<file path="config.mk">
export PLATFORM = sky130hd
export DESIGN_NAME = imm_override_unit
export DESIGN_NICKNAME = d
export VERILOG_FILES = /design/src/rtl/imo_pkg.sv /design/src/rtl/imo_seq_fsm.sv /design/src/rtl/imo_byte_slot.sv /design/src/rtl/imm_override_unit.sv
export SDC_FILE = /design/constraint.sdc
export NUM_CORES = 1
export LEC_CHECK = 0
export ABC_AREA = 1
export BUFFER_PORTS_ARGS = -buffer_cell sky130_fd_sc_hd__buf_2
export CORE_MARGIN = 5
export CORE_UTILIZATION = 50
export CTS_CLUSTER_DIAMETER = 120
export DETAILED_ROUTE_END_ITERATION = 8
export GPL_ROUTABILITY_DRIVEN = 0
export GPL_TIMING_DRIVEN = 1
export PLACE_DENSITY = 0.84
export SLEW_MARGIN = 20
export SYNTH_ARGS = -nofsm -noshare
export SYNTH_HDL_FRONTEND = slang
export SYNTH_SLANG_ARGS = --single-unit
</file>
<file path="constraint.sdc">
create_clock -name clk -period 1.93 [get_ports clk]
set_input_delay 0.579 -clock clk [delete_from_list [all_inputs] [get_ports clk]]
set_output_delay 0.579 -clock clk [all_outputs]
set_load 0.02 [all_outputs]
</file>
<file path="src/rtl/imo_pkg.sv">
package imo_pkg;
    typedef enum logic {
        ST_PASS = 1'b0,
        ST_PEND = 1'b1
    } imo_state_e;
endpackage

</file>
<file path="src/rtl/imo_seq_fsm.sv">
module imo_seq_fsm
    import imo_pkg::*;
#(
    parameter int NUM_BYTES = 3,
    parameter int CODE_W    = 2
) (
    input  logic                 clk,
    input  logic                 rst_n,
    input  logic                 instr_adv,
    input  logic [CODE_W-1:0]    ovr_code,
    output logic [NUM_BYTES-1:0] load_en,
    output logic                 clr,
    output imo_state_e           state
);
    imo_state_e state_q, state_d;
    logic       is_ovr;

    assign is_ovr = (ovr_code != '0) && (ovr_code <= CODE_W'(NUM_BYTES));

    always_ff @(posedge clk) begin
        if (!rst_n) state_q <= ST_PASS;
        else        state_q <= state_d;
    end

    always_comb begin
        state_d = state_q;
        unique case (state_q)
            ST_PASS: if (instr_adv && is_ovr)  state_d = ST_PEND;
            ST_PEND: if (instr_adv && !is_ovr) state_d = ST_PASS;
            default: state_d = ST_PASS;
        endcase
    end

    always_comb begin
        clr = 1'b0;
        for (int k = 0; k < NUM_BYTES; k++)
            load_en[k] = instr_adv && (ovr_code == CODE_W'(k + 1));
        unique case (state_q)
            ST_PASS: clr = 1'b0;
            ST_PEND: clr = instr_adv && !is_ovr;
            default: clr = 1'b1;
        endcase
    end

    assign state = state_q;


    release_to_pass_chk: assert property (@(posedge clk) disable iff (!rst_n)
        (state_q == ST_PEND && instr_adv && ovr_code == '0) |=> state_q == ST_PASS);


    hold_without_adv_chk: assert property (@(posedge clk) disable iff (!rst_n)
        !instr_adv |=> $stable(state_q));
endmodule

</file>
<file path="src/rtl/imo_byte_slot.sv">
module imo_byte_slot #(
    parameter int BYTE_W = 8
) (
    input  logic              clk,
    input  logic              rst_n,
    input  logic              load,
    input  logic              clr,
    input  logic [BYTE_W-1:0] wr_data,
    input  logic [BYTE_W-1:0] raw_byte,
    output logic [BYTE_W-1:0] eff_byte,
    output logic              valid
);
    logic [BYTE_W-1:0] held_q;
    logic              valid_q;

    always_ff @(posedge clk) begin
        if (!rst_n) begin
            held_q  <= '0;
            valid_q <= 1'b0;
        end else if (load) begin
            held_q  <= wr_data;
            valid_q <= 1'b1;
        end else if (clr) begin
            valid_q <= 1'b0;
        end
    end

    assign eff_byte = valid_q ? held_q : raw_byte;
    assign valid    = valid_q;


    clear_drops_valid_chk: assert property (@(posedge clk) disable iff (!rst_n)
        (clr && !load) |=> !valid_q);


    reload_latest_chk: assert property (@(posedge clk) disable iff (!rst_n)
        load |=> (valid_q && held_q == $past(wr_data)));
endmodule

</file>
<file path="src/rtl/imm_override_unit.sv">
module imm_override_unit
    import imo_pkg::*;
#(
    parameter int BYTE_W    = 8,
    parameter int NUM_BYTES = 3,
    parameter int CODE_W    = 2
) (
    input  logic                        clk,
    input  logic                        rst_n,
    input  logic [NUM_BYTES*BYTE_W-1:0] raw_imm,
    input  logic [BYTE_W-1:0]           reg_rdata,
    input  logic [CODE_W-1:0]           ovr_code,
    input  logic                        instr_adv,
    output logic [NUM_BYTES*BYTE_W-1:0] eff_imm
);
    logic [NUM_BYTES-1:0] load_en;
    logic [NUM_BYTES-1:0] valid_vec;
    logic                 clr;
    imo_state_e           state;

    imo_seq_fsm #(.NUM_BYTES(NUM_BYTES), .CODE_W(CODE_W)) fsm_i (
        .clk       (clk),
        .rst_n     (rst_n),
        .instr_adv (instr_adv),
        .ovr_code  (ovr_code),
        .load_en   (load_en),
        .clr       (clr),
        .state     (state)
    );

    for (genvar i = 0; i < NUM_BYTES; i++) begin : g_slot
        imo_byte_slot #(.BYTE_W(BYTE_W)) slot_i (
            .clk      (clk),
            .rst_n    (rst_n),
            .load     (load_en[i]),
            .clr      (clr),
            .wr_data  (reg_rdata),
            .raw_byte (raw_imm[i*BYTE_W +: BYTE_W]),
            .eff_byte (eff_imm[i*BYTE_W +: BYTE_W]),
            .valid    (valid_vec[i])
        );


        lane_takes_reg_chk: assert property (@(posedge clk) disable iff (!rst_n)
            (instr_adv && ovr_code == CODE_W'(i + 1))
            |=> eff_imm[i*BYTE_W +: BYTE_W] == $past(reg_rdata));
    end


    pass_state_empty_chk: assert property (@(posedge clk) disable iff (!rst_n)
        (state == ST_PASS) |-> (valid_vec == '0 && eff_imm == raw_imm));


    no_adv_stable_chk: assert property (@(posedge clk) disable iff (!rst_n)
        !instr_adv |=> $stable(valid_vec));


    accumulate_chk: assert property (@(posedge clk) disable iff (!rst_n)
        (instr_adv && ovr_code != '0) |=> ((valid_vec & $past(valid_vec)) == $past(valid_vec)));
endmodule

</file>
==> impl_metrics.env, run 1 <==
export IMPL_run_status="finished, final reports clean"
export IMPL_hold_depth=2
export IMPL_ys_warn_count=0
export IMPL_num_rows=19
export IMPL_synth_most_common_cell="dfxtp_1"
export IMPL_clk_pin_slew_ps=150
export IMPL_synth_top_flop_cell="dfxtp_1"
export IMPL_area_delta_synth_final_pct=24.2
export IMPL_grt_first_pass_wirelength_um=5380
export IMPL_intPower_w=0.000825
export IMPL_timing_rr_start="g_slot[1].slot_i.valid$_SDFFE_PN0P_"
export IMPL_cp_max_fo=9
export IMPL_die_area_um2=3890
export IMPL_cpMaxStageDelayCell="dfxtp_4"
export IMPL_grt_pass1_vias=1166
export IMPL_peakVddDrop_mv=0.455
export IMPL_synth_edff_count=0
export IMPL_first_iter_violations=19
export IMPL_p_clk_share_pct=24.9
export IMPL_port_buffers=60
export IMPL_yosysTopAreaCell="dfxtp_1"
export IMPL_hpwl_um=2430
export IMPL_drtPass1Iterations=4
export IMPL_power_frac_seq_pct=53.6
export IMPL_critPathCaptureType="output port"
export IMPL_pin_count=61
export IMPL_ys_types=19
export IMPL_place_ws_ps=252
export IMPL_drc=0
export IMPL_synth_top_area_share_pct=40.8
export IMPL_wl_per_cell_um=12.8
export IMPL_grt_usage_pct=16.8
export IMPL_critPathMaxStageDelay_ps=440
export IMPL_vias=1224
export IMPL_synth_cells=159
export IMPL_clock_sinks=28
export IMPL_p_switching_w=0.000335
export IMPL_startpoint="g_slot[2].slot_i.valid$_SDFFE_PN0P_"
export IMPL_numCtsBuffers=3
export IMPL_clock_path_buffers=2
export IMPL_r2r_setup_slack_ps=1130
export IMPL_fp_coreArea_um2=2690
export IMPL_ff2ff_path_depth=3
export IMPL_clock_skew_ps=0.328
export IMPL_maxCapViolCount=0
export IMPL_slew_violations=0
export IMPL_leakage_nw=0.759
export IMPL_fin_tns_setup_ps=0
export IMPL_via_per_inst=4.96
export IMPL_powerDensity_nw_per_um2=681
export IMPL_postCtsHoldBufs=0
export IMPL_r2r_end="g_slot[1].slot_i.valid$_SDFFE_PN0P_"
export IMPL_overflow=0
export IMPL_root_buffer="clkbuf_4"
export IMPL_synth_seq_cells=28
export IMPL_hold_end="g_slot[2].slot_i.held_q[5]$_SDFFE_PN0P_"
export IMPL_fmax_mhz=535
export IMPL_crit_type="register to output port"
export IMPL_hold_viol_final=0
export IMPL_power_frac_comb_pct=21.5
export IMPL_antenna_cells=0
export IMPL_synth_commonest_cells="28 x dfxtp_1, 26 x nor2_1, 25 x nand2_1"
export IMPL_synth_area_um2=1370
export IMPL_p_total_w=0.00116
export IMPL_multi_input_area_um2=716
export IMPL_syn_nets=196
export IMPL_setup_ws_ps=61.9
export IMPL_start_util_pct=51.1
export IMPL_cp_data_arrival_time_ps=1290
export IMPL_cts_htree_levels=1
export IMPL_antenna_found_initial=0
export IMPL_die_w_um=62.4
export IMPL_crit_chain="mux2_2, buf_2"
export IMPL_rsz0062_at_grt="no"
export IMPL_setup_viol_count_final=0
export IMPL_postRouteAntennaNets=0
export IMPL_regArea_um2=572
export IMPL_finalWorstPathRequiredPeriod_ps=1870
export IMPL_async_reset_ff_share_pct=0
export IMPL_grt_max_degree=17
export IMPL_startpoint_type="register"
export IMPL_fillers=238
export IMPL_fin_nets=254
export IMPL_die_y_um=62.4
export IMPL_crit_required_ps=1350
export IMPL_yosysSeqAreaShare_pct=40.8
export IMPL_p_sw_share_pct=28.9
export IMPL_cts_tree="yes"
export IMPL_drive_above_1_share_pct=49.5
export IMPL_drt_total_wl_um=3170
export IMPL_min_delay_start="g_slot[2].slot_i.held_q[5]$_SDFFE_PN0P_"
export IMPL_ys_top_cells_by_area="dfxtp_1 41%, mux2_2 17%, nor2_1 7.1%, nand2_1 6.8%, a21oi_1 5.1%"
export IMPL_insertion_delay_ps=330
export IMPL_synth_area_per_cell_um2=8.63
export IMPL_fin_crit_sh_pct=96.8
export IMPL_relSlewSlack_pct=61.5
export IMPL_hp_class="register to register"
export IMPL_tightest_slew_ps=577
==> flip-flops by register name, summed over array words and instances, names as in the netlist, named ones only <==
register,count
g_slot.slot_i.valid,3
g_slot.slot_i.held_q,24
==> final cells by class <==
cell class                 instances  area share (%)
multi-input combinational        116            42.0
sequential                        28            33.6
inverter                           7            1.98
timing repair buffer              61            18.1
tap                               31            2.28
clock buffer                       4            2.13
==> kinds of logic (layout without fill, tap and decap cells) <==
family	Yosys count	count (layout)	synth area share [%]
compound gates	29	29	12.2
buf+inv	15	72	7.02
flops	28	28	40.8
mux	21	21	17.2
simple gates	66	66	22.7
==> metal layers <==
layer | vias to the layer above | wire length [µm] | GRT usage [%] | share of wire, %
li1 | 649 | - | - | -
met1 | 539 | 1370 | 20.9 | 43
met2 | 31 | 1580 | 28.1 | 50
met3 | 5 | 176 | 3.96 | 5.6
met4 | 0 | 47 | 6.37 | 1.5
met5 | - | 0 | 0 | 0
==> worst max-delay path: cells and delay by family, from the launching register on <==
kind	cells	cell delay, ps
buffers and inverters	1	160
multiplexers	1	360
flip-flops	1	440
==> cell usage in the layout, fill, tap and decap left out <==
master	count
nand2_2	6
nand4_1	5
clkbuf_8	1
inv_2	1
nor2_4	1
dfxtp_1	25
buf_4	1
o21ai_0	9
mux2_2	21
nand2_1	25
a21oi_1	14
buf_2	60
a21oi_2	6
nand3_1	1
clkbuf_4	3
clkinv_4	1
inv_4	1
dfxtp_4	3
nand3_4	2
inv_1	4
nor2_1	26
==> power groups by stage <==
stage / combinational [W] / clock, W / sequential (W)
detailed placement: 0.000251 / 0 / 0.000636
finish: 0.000250 / 0.000289 / 0.000622
floorplan: 0.000175 / 0 / 0.000624
global route: 0.000275 / 0.000312 / 0.000626
CTS: 0.000253 / 0.000288 / 0.000625
global placement: 0.000247 / 0 / 0.000636
==> what timing repair did <==
item                                    4_1_cts  5_1_grt
setup buffers                                 0        0
cloned                                        0        0
endpoints found under the setup margin       22       22
resized for setup                             3        3
hold endpoints to repair                      0        0
==> how the worst max path moves through the flow <==
stage	slack, ps	cells past startpoint	end
2_1_floorplan	400	2	eff_imm[13]
3_3_place_gp	260	3	eff_imm[22]
3_5_place_dp	250	3	eff_imm[22]
4_1_cts	8	2	eff_imm[8]
5_1_grt	30	2	eff_imm[3]
6_report	60	2	eff_imm[22]
==> through the flow <==
step | utilization, % | hold WS (ps) | instances | area [µm²]
after detailed placement | 61.7 | 452 | 243 | 1660
after floorplan | - | 440 | 159 | 1370
after CTS | 63.2 | 473 | 247 | 1700
final | 63.4 | 473 | 247 | 1700
after global placement | 61.7 | 453 | 243 | 1660
after global routing | 63.4 | 489 | 247 | 1700
Power figures use the tool's default switching activity.
==> run 2, diff against run 1 <==
--- a/config.mk
+++ b/config.mk
@@ -13,7 +13,9 @@
 export DETAILED_ROUTE_END_ITERATION = 8
 export GPL_ROUTABILITY_DRIVEN = 0
 export GPL_TIMING_DRIVEN = 1
+export MAX_ROUTING_LAYER = met4
 export PLACE_DENSITY = 0.84
+export REMOVE_ABC_BUFFERS = 1
 export SLEW_MARGIN = 20
 export SYNTH_ARGS = -nofsm -noshare
 export SYNTH_HDL_FRONTEND = slang
==> run 2 against run 1 <==
Die area stayed put; clock power is 4% lower; first-iteration DRC count fell by 5.3%; highest routed layer unchanged; largest power group unchanged.
==> impl_metrics.env, run 2 (synthesized netlist as in run 1, its figures left out) <==
export IMPL_grt_pass1_vias=1264
export IMPL_die_w_um=62.4
export IMPL_crit_chain="mux2_2, buf_2"
export IMPL_crit_type="register to output port"
export IMPL_cts_tree="yes"
export IMPL_drt_total_wl_um=3120
export IMPL_maxCapViolCount=0
export IMPL_die_y_um=62.4
export IMPL_cp_max_fo=9
export IMPL_antenna_cells=0
export IMPL_grt_max_degree=17
export IMPL_numCtsBuffers=3
export IMPL_startpoint_type="register"
export IMPL_postCtsHoldBufs=0
export IMPL_fin_tns_setup_ps=0
export IMPL_vias=1282
export IMPL_placedCellCount=243
export IMPL_fin_crit_sh_pct=95.9
export IMPL_p_total_w=0.00115
export IMPL_grt_usage_pct=16.3
export IMPL_pin_count=61
export IMPL_largest_reg_flops=24
export IMPL_slew_violations=0
export IMPL_postRouteAntennaNets=0
export IMPL_final_common_cell="buf_2"
export IMPL_clk_pin_slew_ps=140
export IMPL_cts_htree_levels=1
export IMPL_powerDensity_nw_per_um2=676
export IMPL_setup_viol_count_final=0
export IMPL_overflow=0
export IMPL_final_cell_mix="60 x buf_2, 26 x nor2_1, 25 x nand2_1, 25 x dfxtp_1, 21 x mux2_2"
export IMPL_finalWorstPathRequiredPeriod_ps=1850
export IMPL_wl_per_cell_um=12.6
export IMPL_num_rows=19
export IMPL_relSlewSlack_pct=60.2
export IMPL_drtPass1Iterations=4
export IMPL_insertion_delay_ps=320
export IMPL_hpwl_um=2380
export IMPL_via_per_inst=5.19
export IMPL_start_util_pct=51.1
export IMPL_hold_viol_final=0
export IMPL_clock_skew_ps=4.91
export IMPL_cp_data_arrival_time_ps=1270
export IMPL_antenna_found_initial=0
export IMPL_peakVddDrop_mv=0.688
export IMPL_drive_above_1_share_pct=49.5
export IMPL_area_delta_synth_final_pct=24.0
export IMPL_fp_coreArea_um2=2690
export IMPL_cpMaxStageDelayCell="dfxtp_4"
export IMPL_fmax_mhz=540
export IMPL_hp_class="register to register"
export IMPL_grt_first_pass_wirelength_um=5260
export IMPL_leakage_nw=0.759
export IMPL_regMostFlops="g_slot.slot_i.held_q"
export IMPL_root_buffer="clkbuf_4"
export IMPL_tightest_slew_ps=596
export IMPL_path_delay_family="flip-flops"
export IMPL_crit_buf_inv=1
export IMPL_final_cells=247
export IMPL_first_iter_violations=18
export IMPL_fin_nets=254
export IMPL_die_area_um2=3890
export IMPL_clock_sinks=28
export IMPL_rsz0062_at_grt="no"
export IMPL_whs_ps=477
export IMPL_crit_required_ps=1350
export IMPL_drc=0
export IMPL_run_status="finished, final reports clean"
export IMPL_critPathMaxStageDelay_ps=440
export IMPL_critPathCaptureType="output port"
export IMPL_clock_path_buffers=2
export IMPL_port_buffers=60
## run 2: cell types whose count changed in the layout (fill, tap and decap cells not counted)
cell	change
dfxtp_4	-1
dfxtp_2	+1
## run 2: where the power goes
group	switching (W)	internal, W
clock	0.000163	0.000115
sequential	0.0000188	0.000603
combinational	0.000143	0.000107
## run 2: metrics by stage
step | setup WS, ps | util [%] | cell area [µm²]
floorplan | 393 | - | 1310
global placement | 255 | 61.7 | 1660
detailed placement | 255 | 61.7 | 1660
CTS | 16.4 | 63.2 | 1700
global route | 4.94 | 63.3 | 1700
finish | 79.2 | 63.3 | 1700
## run 2: path summary, 6_finish.rpt
path                                           startpoint                                 endpoint  slack (ps)  depth (start not counted)
hold reg to reg   g_slot[1].slot_i.held_q[0]$_SDFFE_PN0P_  g_slot[1].slot_i.held_q[0]$_SDFFE_PN0P_         480                          2
setup / recovery      g_slot[2].slot_i.valid$_SDFFE_PN0P_                              eff_imm[23]          80                          2
hold / removal    g_slot[1].slot_i.held_q[0]$_SDFFE_PN0P_  g_slot[1].slot_i.held_q[0]$_SDFFE_PN0P_         480                          2
setup reg to reg                                 register      g_slot[1].slot_i.valid$_SDFFE_PN0P_        1180                          3
## run 2: worst min-delay path, stage by stage (launching register included)
cell,delay (ps)
dfxtp_1,340
nand2_2,70
a21oi_2,40
## run 2: metal layers
| metal | routed length [µm] | vias to the layer above | track usage [%] |
|---|---|---|---|
| met3 | 229 | 6 | 4.86 |
| li1 | - | 647 | - |
| met4 | 33 | 0 | 4.77 |
| met5 | 0 | - | - |
| met1 | 1300 | 581 | 18.3 |
| met2 | 1550 | 48 | 27.8 |
## run 2: area by class of cell
| type | instances | area, µm² |
|---|---|---|
| fillers | 263 | 985 |
| flip-flops and latches | 28 | 569 |
| clock buffers | 4 | 36.3 |
| multi-input cells | 116 | 716 |
| inverters | 7 | 33.8 |
| repair buffers | 61 | 308 |
| well taps | 31 | 38.8 |
## run 2: repair_timing
item / CTS / global route
gates resized for setup: 3 / 2
gates cloned: 0 / 0
setup buffers: 0 / 0
hold endpoints to repair: 0 / 0
endpoints found under the setup margin: 24 / 16
==> run 3, diff against run 2 <==
==> constraint.sdc (replaced) <==
create_clock -name clk -period 1.93 [get_ports clk]
set_input_delay 0.579 -clock clk [delete_from_list [all_inputs] [get_ports clk]]
set_output_delay 0.579 -clock clk [all_outputs]
set_load 0.01 [all_outputs]
==> run 3 against run 2 <==
Global-route usage grew 0.79 points; sequential share of layout area shrank 0.41 points; design area grew 0.81%; first-iteration DRC count grew 120%; sequential power is essentially flat; utilization grew 0.51 points; via count grew 0.47%; flip-flop and latch count is the same; total power grew 6.7%; clock-buffer cell count shrank 1; clock skew grew 5.5 ps; critical path type unchanged; critical endpoint is now eff_imm[2].
==> impl_metrics.env, run 3 (synthesized netlist as in run 1, its figures left out) <==
export IMPL_largest_reg_flops=24
export IMPL_slew_violations=0
export IMPL_crit_required_ps=1350
export IMPL_critPathCaptureType="output port"
export IMPL_drtPass1Iterations=4
export IMPL_hold_depth=2
export IMPL_fin_crit_sh_pct=97.1
export IMPL_clock_skew_ps=10.4
export IMPL_postCtsHoldBufs=0
export IMPL_drive_above_1_share_pct=49.5
export IMPL_die_w_um=62.4
export IMPL_pin_count=61
export IMPL_area_delta_synth_final_pct=25.0
export IMPL_hp_class="register to register"
export IMPL_maxCapViolCount=0
export IMPL_drt_total_wl_um=3240
export IMPL_setup_viol_count_final=0
export IMPL_crit_type="register to output port"
export IMPL_antenna_cells=0
export IMPL_clock_sinks=28
export IMPL_die_area_um2=3890
export IMPL_multi_input_area_um2=716
export IMPL_vias=1288
export IMPL_grt_usage_pct=17.1
export IMPL_setup_ws_ps=56.8
export IMPL_port_buffers=60
export IMPL_clock_path_buffers=2
export IMPL_first_iter_violations=39
export IMPL_postRouteAntennaNets=0
export IMPL_grt_max_degree=17
export IMPL_final_cell_mix="60 x buf_2, 26 x nor2_1, 25 x nand2_1, 25 x dfxtp_1, 21 x mux2_2"
export IMPL_tightest_slew_ps=585
export IMPL_cp_max_fo=9
export IMPL_num_rows=19
export IMPL_start_util_pct=51.1
export IMPL_antenna_found_initial=0
export IMPL_clk_pin_slew_ps=150
export IMPL_regMostFlops="g_slot.slot_i.held_q"
export IMPL_via_per_inst=5.21
export IMPL_regArea_um2=567
export IMPL_die_y_um=62.4
export IMPL_insertion_delay_ps=330
export IMPL_fmax_mhz=534
export IMPL_rsz0062_at_grt="no"
export IMPL_fin_tns_setup_ps=0
export IMPL_ff2ff_path_depth=3
export IMPL_grt_pass1_vias=1281
export IMPL_drc=0
export IMPL_peakVddDrop_mv=0.698
export IMPL_run_status="finished, final reports clean"
export IMPL_finalWorstPathRequiredPeriod_ps=1870
export IMPL_powerDensity_nw_per_um2=716
export IMPL_overflow=0
export IMPL_cts_tree="yes"
export IMPL_grt_first_pass_wirelength_um=5440
export IMPL_leakage_nw=0.766
export IMPL_root_buffer="clkbuf_4"
export IMPL_wl_per_cell_um=13.1
export IMPL_hpwl_um=2370
export IMPL_fin_nets=254
export IMPL_cp_data_arrival_time_ps=1290
export IMPL_cts_htree_levels=1
export IMPL_relSlewSlack_pct=60.9
export IMPL_place_ws_ps=272
export IMPL_final_common_cell="buf_2"
export IMPL_fp_coreArea_um2=2690
export IMPL_fillers=242
export IMPL_hold_viol_final=0
export IMPL_numCtsBuffers=3
export IMPL_startpoint_type="register"
run 3: cell count changes in the layout (fill, tap and decap cells not counted):
cell       change
dfxtp_2        +1
dfxtp_4        -1
bufinv_16      +1
clkbuf_8       -1
run 3: report_power, final:
| group | switching (W) | total [W] | internal (W) |
|---|---|---|---|
| logic | 0.000114 | 0.000221 | 0.000107 |
| registers | 0.0000191 | 0.000623 | 0.000604 |
| clock network | 0.000174 | 0.000384 | 0.000210 |
run 3: routing by layer:
| layer | global-route usage (%) | part of all wire (%) | wire [µm] |
|---|---|---|---|
| met5 | - | 0 | 0 |
| met2 | 29.3 | 49 | 1580 |
| met3 | 4.50 | 7.0 | 225 |
| met1 | 19.9 | 43 | 1400 |
| met4 | 3.98 | 1.1 | 36 |
run 3: timing repair:
item | CTS | global route
cloned | 0 | 0
endpoints found under the setup margin | 21 | 8
endpoints found under the hold margin | 0 | 0
setup buffers | 0 | 0
pin swaps | 0 | 0
gates resized for setup | 3 | 1
run 3: final cells by class:
| cell class | instances | area share (%) |
|---|---|---|
| clock buffers | 3 | 1.31 |
| clock inverters | 1 | 1.75 |
| inverters | 7 | 1.97 |
| multi-input cells | 116 | 41.7 |
| flip-flops and latches | 28 | 33.0 |
| well taps | 31 | 2.26 |
| repair buffers | 61 | 17.9 |
run 3: final timing paths:
| kind | end | startpoint | slack (ps) |
|---|---|---|---|
| min reg2reg | g_slot[2].slot_i.held_q[7]$_SDFFE_PN0P_ | g_slot[2].slot_i.held_q[7]$_SDFFE_PN0P_ | 470 |
| min | g_slot[2].slot_i.held_q[7]$_SDFFE_PN0P_ | g_slot[2].slot_i.held_q[7]$_SDFFE_PN0P_ | 470 |
| max | eff_imm[2] | g_slot[0].slot_i.valid$_SDFFE_PN0P_ | 60 |
| max reg2reg | g_slot[0].slot_i.valid$_SDFFE_PN0P_ | register | 1160 |
run 3: stage by stage:
| stage | cell area, µm² | utilization (%) | hold WS [ps] | total power [W] | std cells |
|---|---|---|---|---|---|
| floorplan | 1310 | - | 442 | 0.000749 | 151 |
| global placement | 1660 | 61.7 | 453 | 0.000851 | 243 |
| detailed placement | 1660 | 61.7 | 455 | 0.000856 | 243 |
| CTS | 1710 | 63.8 | 476 | 0.00123 | 247 |
| global route | 1720 | 63.9 | 484 | 0.00128 | 247 |
| finish | 1720 | 63.9 | 474 | 0.00123 | 247 |
run 3: critical path, cell delays in order, from the launching register on:
cell and delay (ps):
dfxtp_2 460, mux2_2 370, buf_2 140
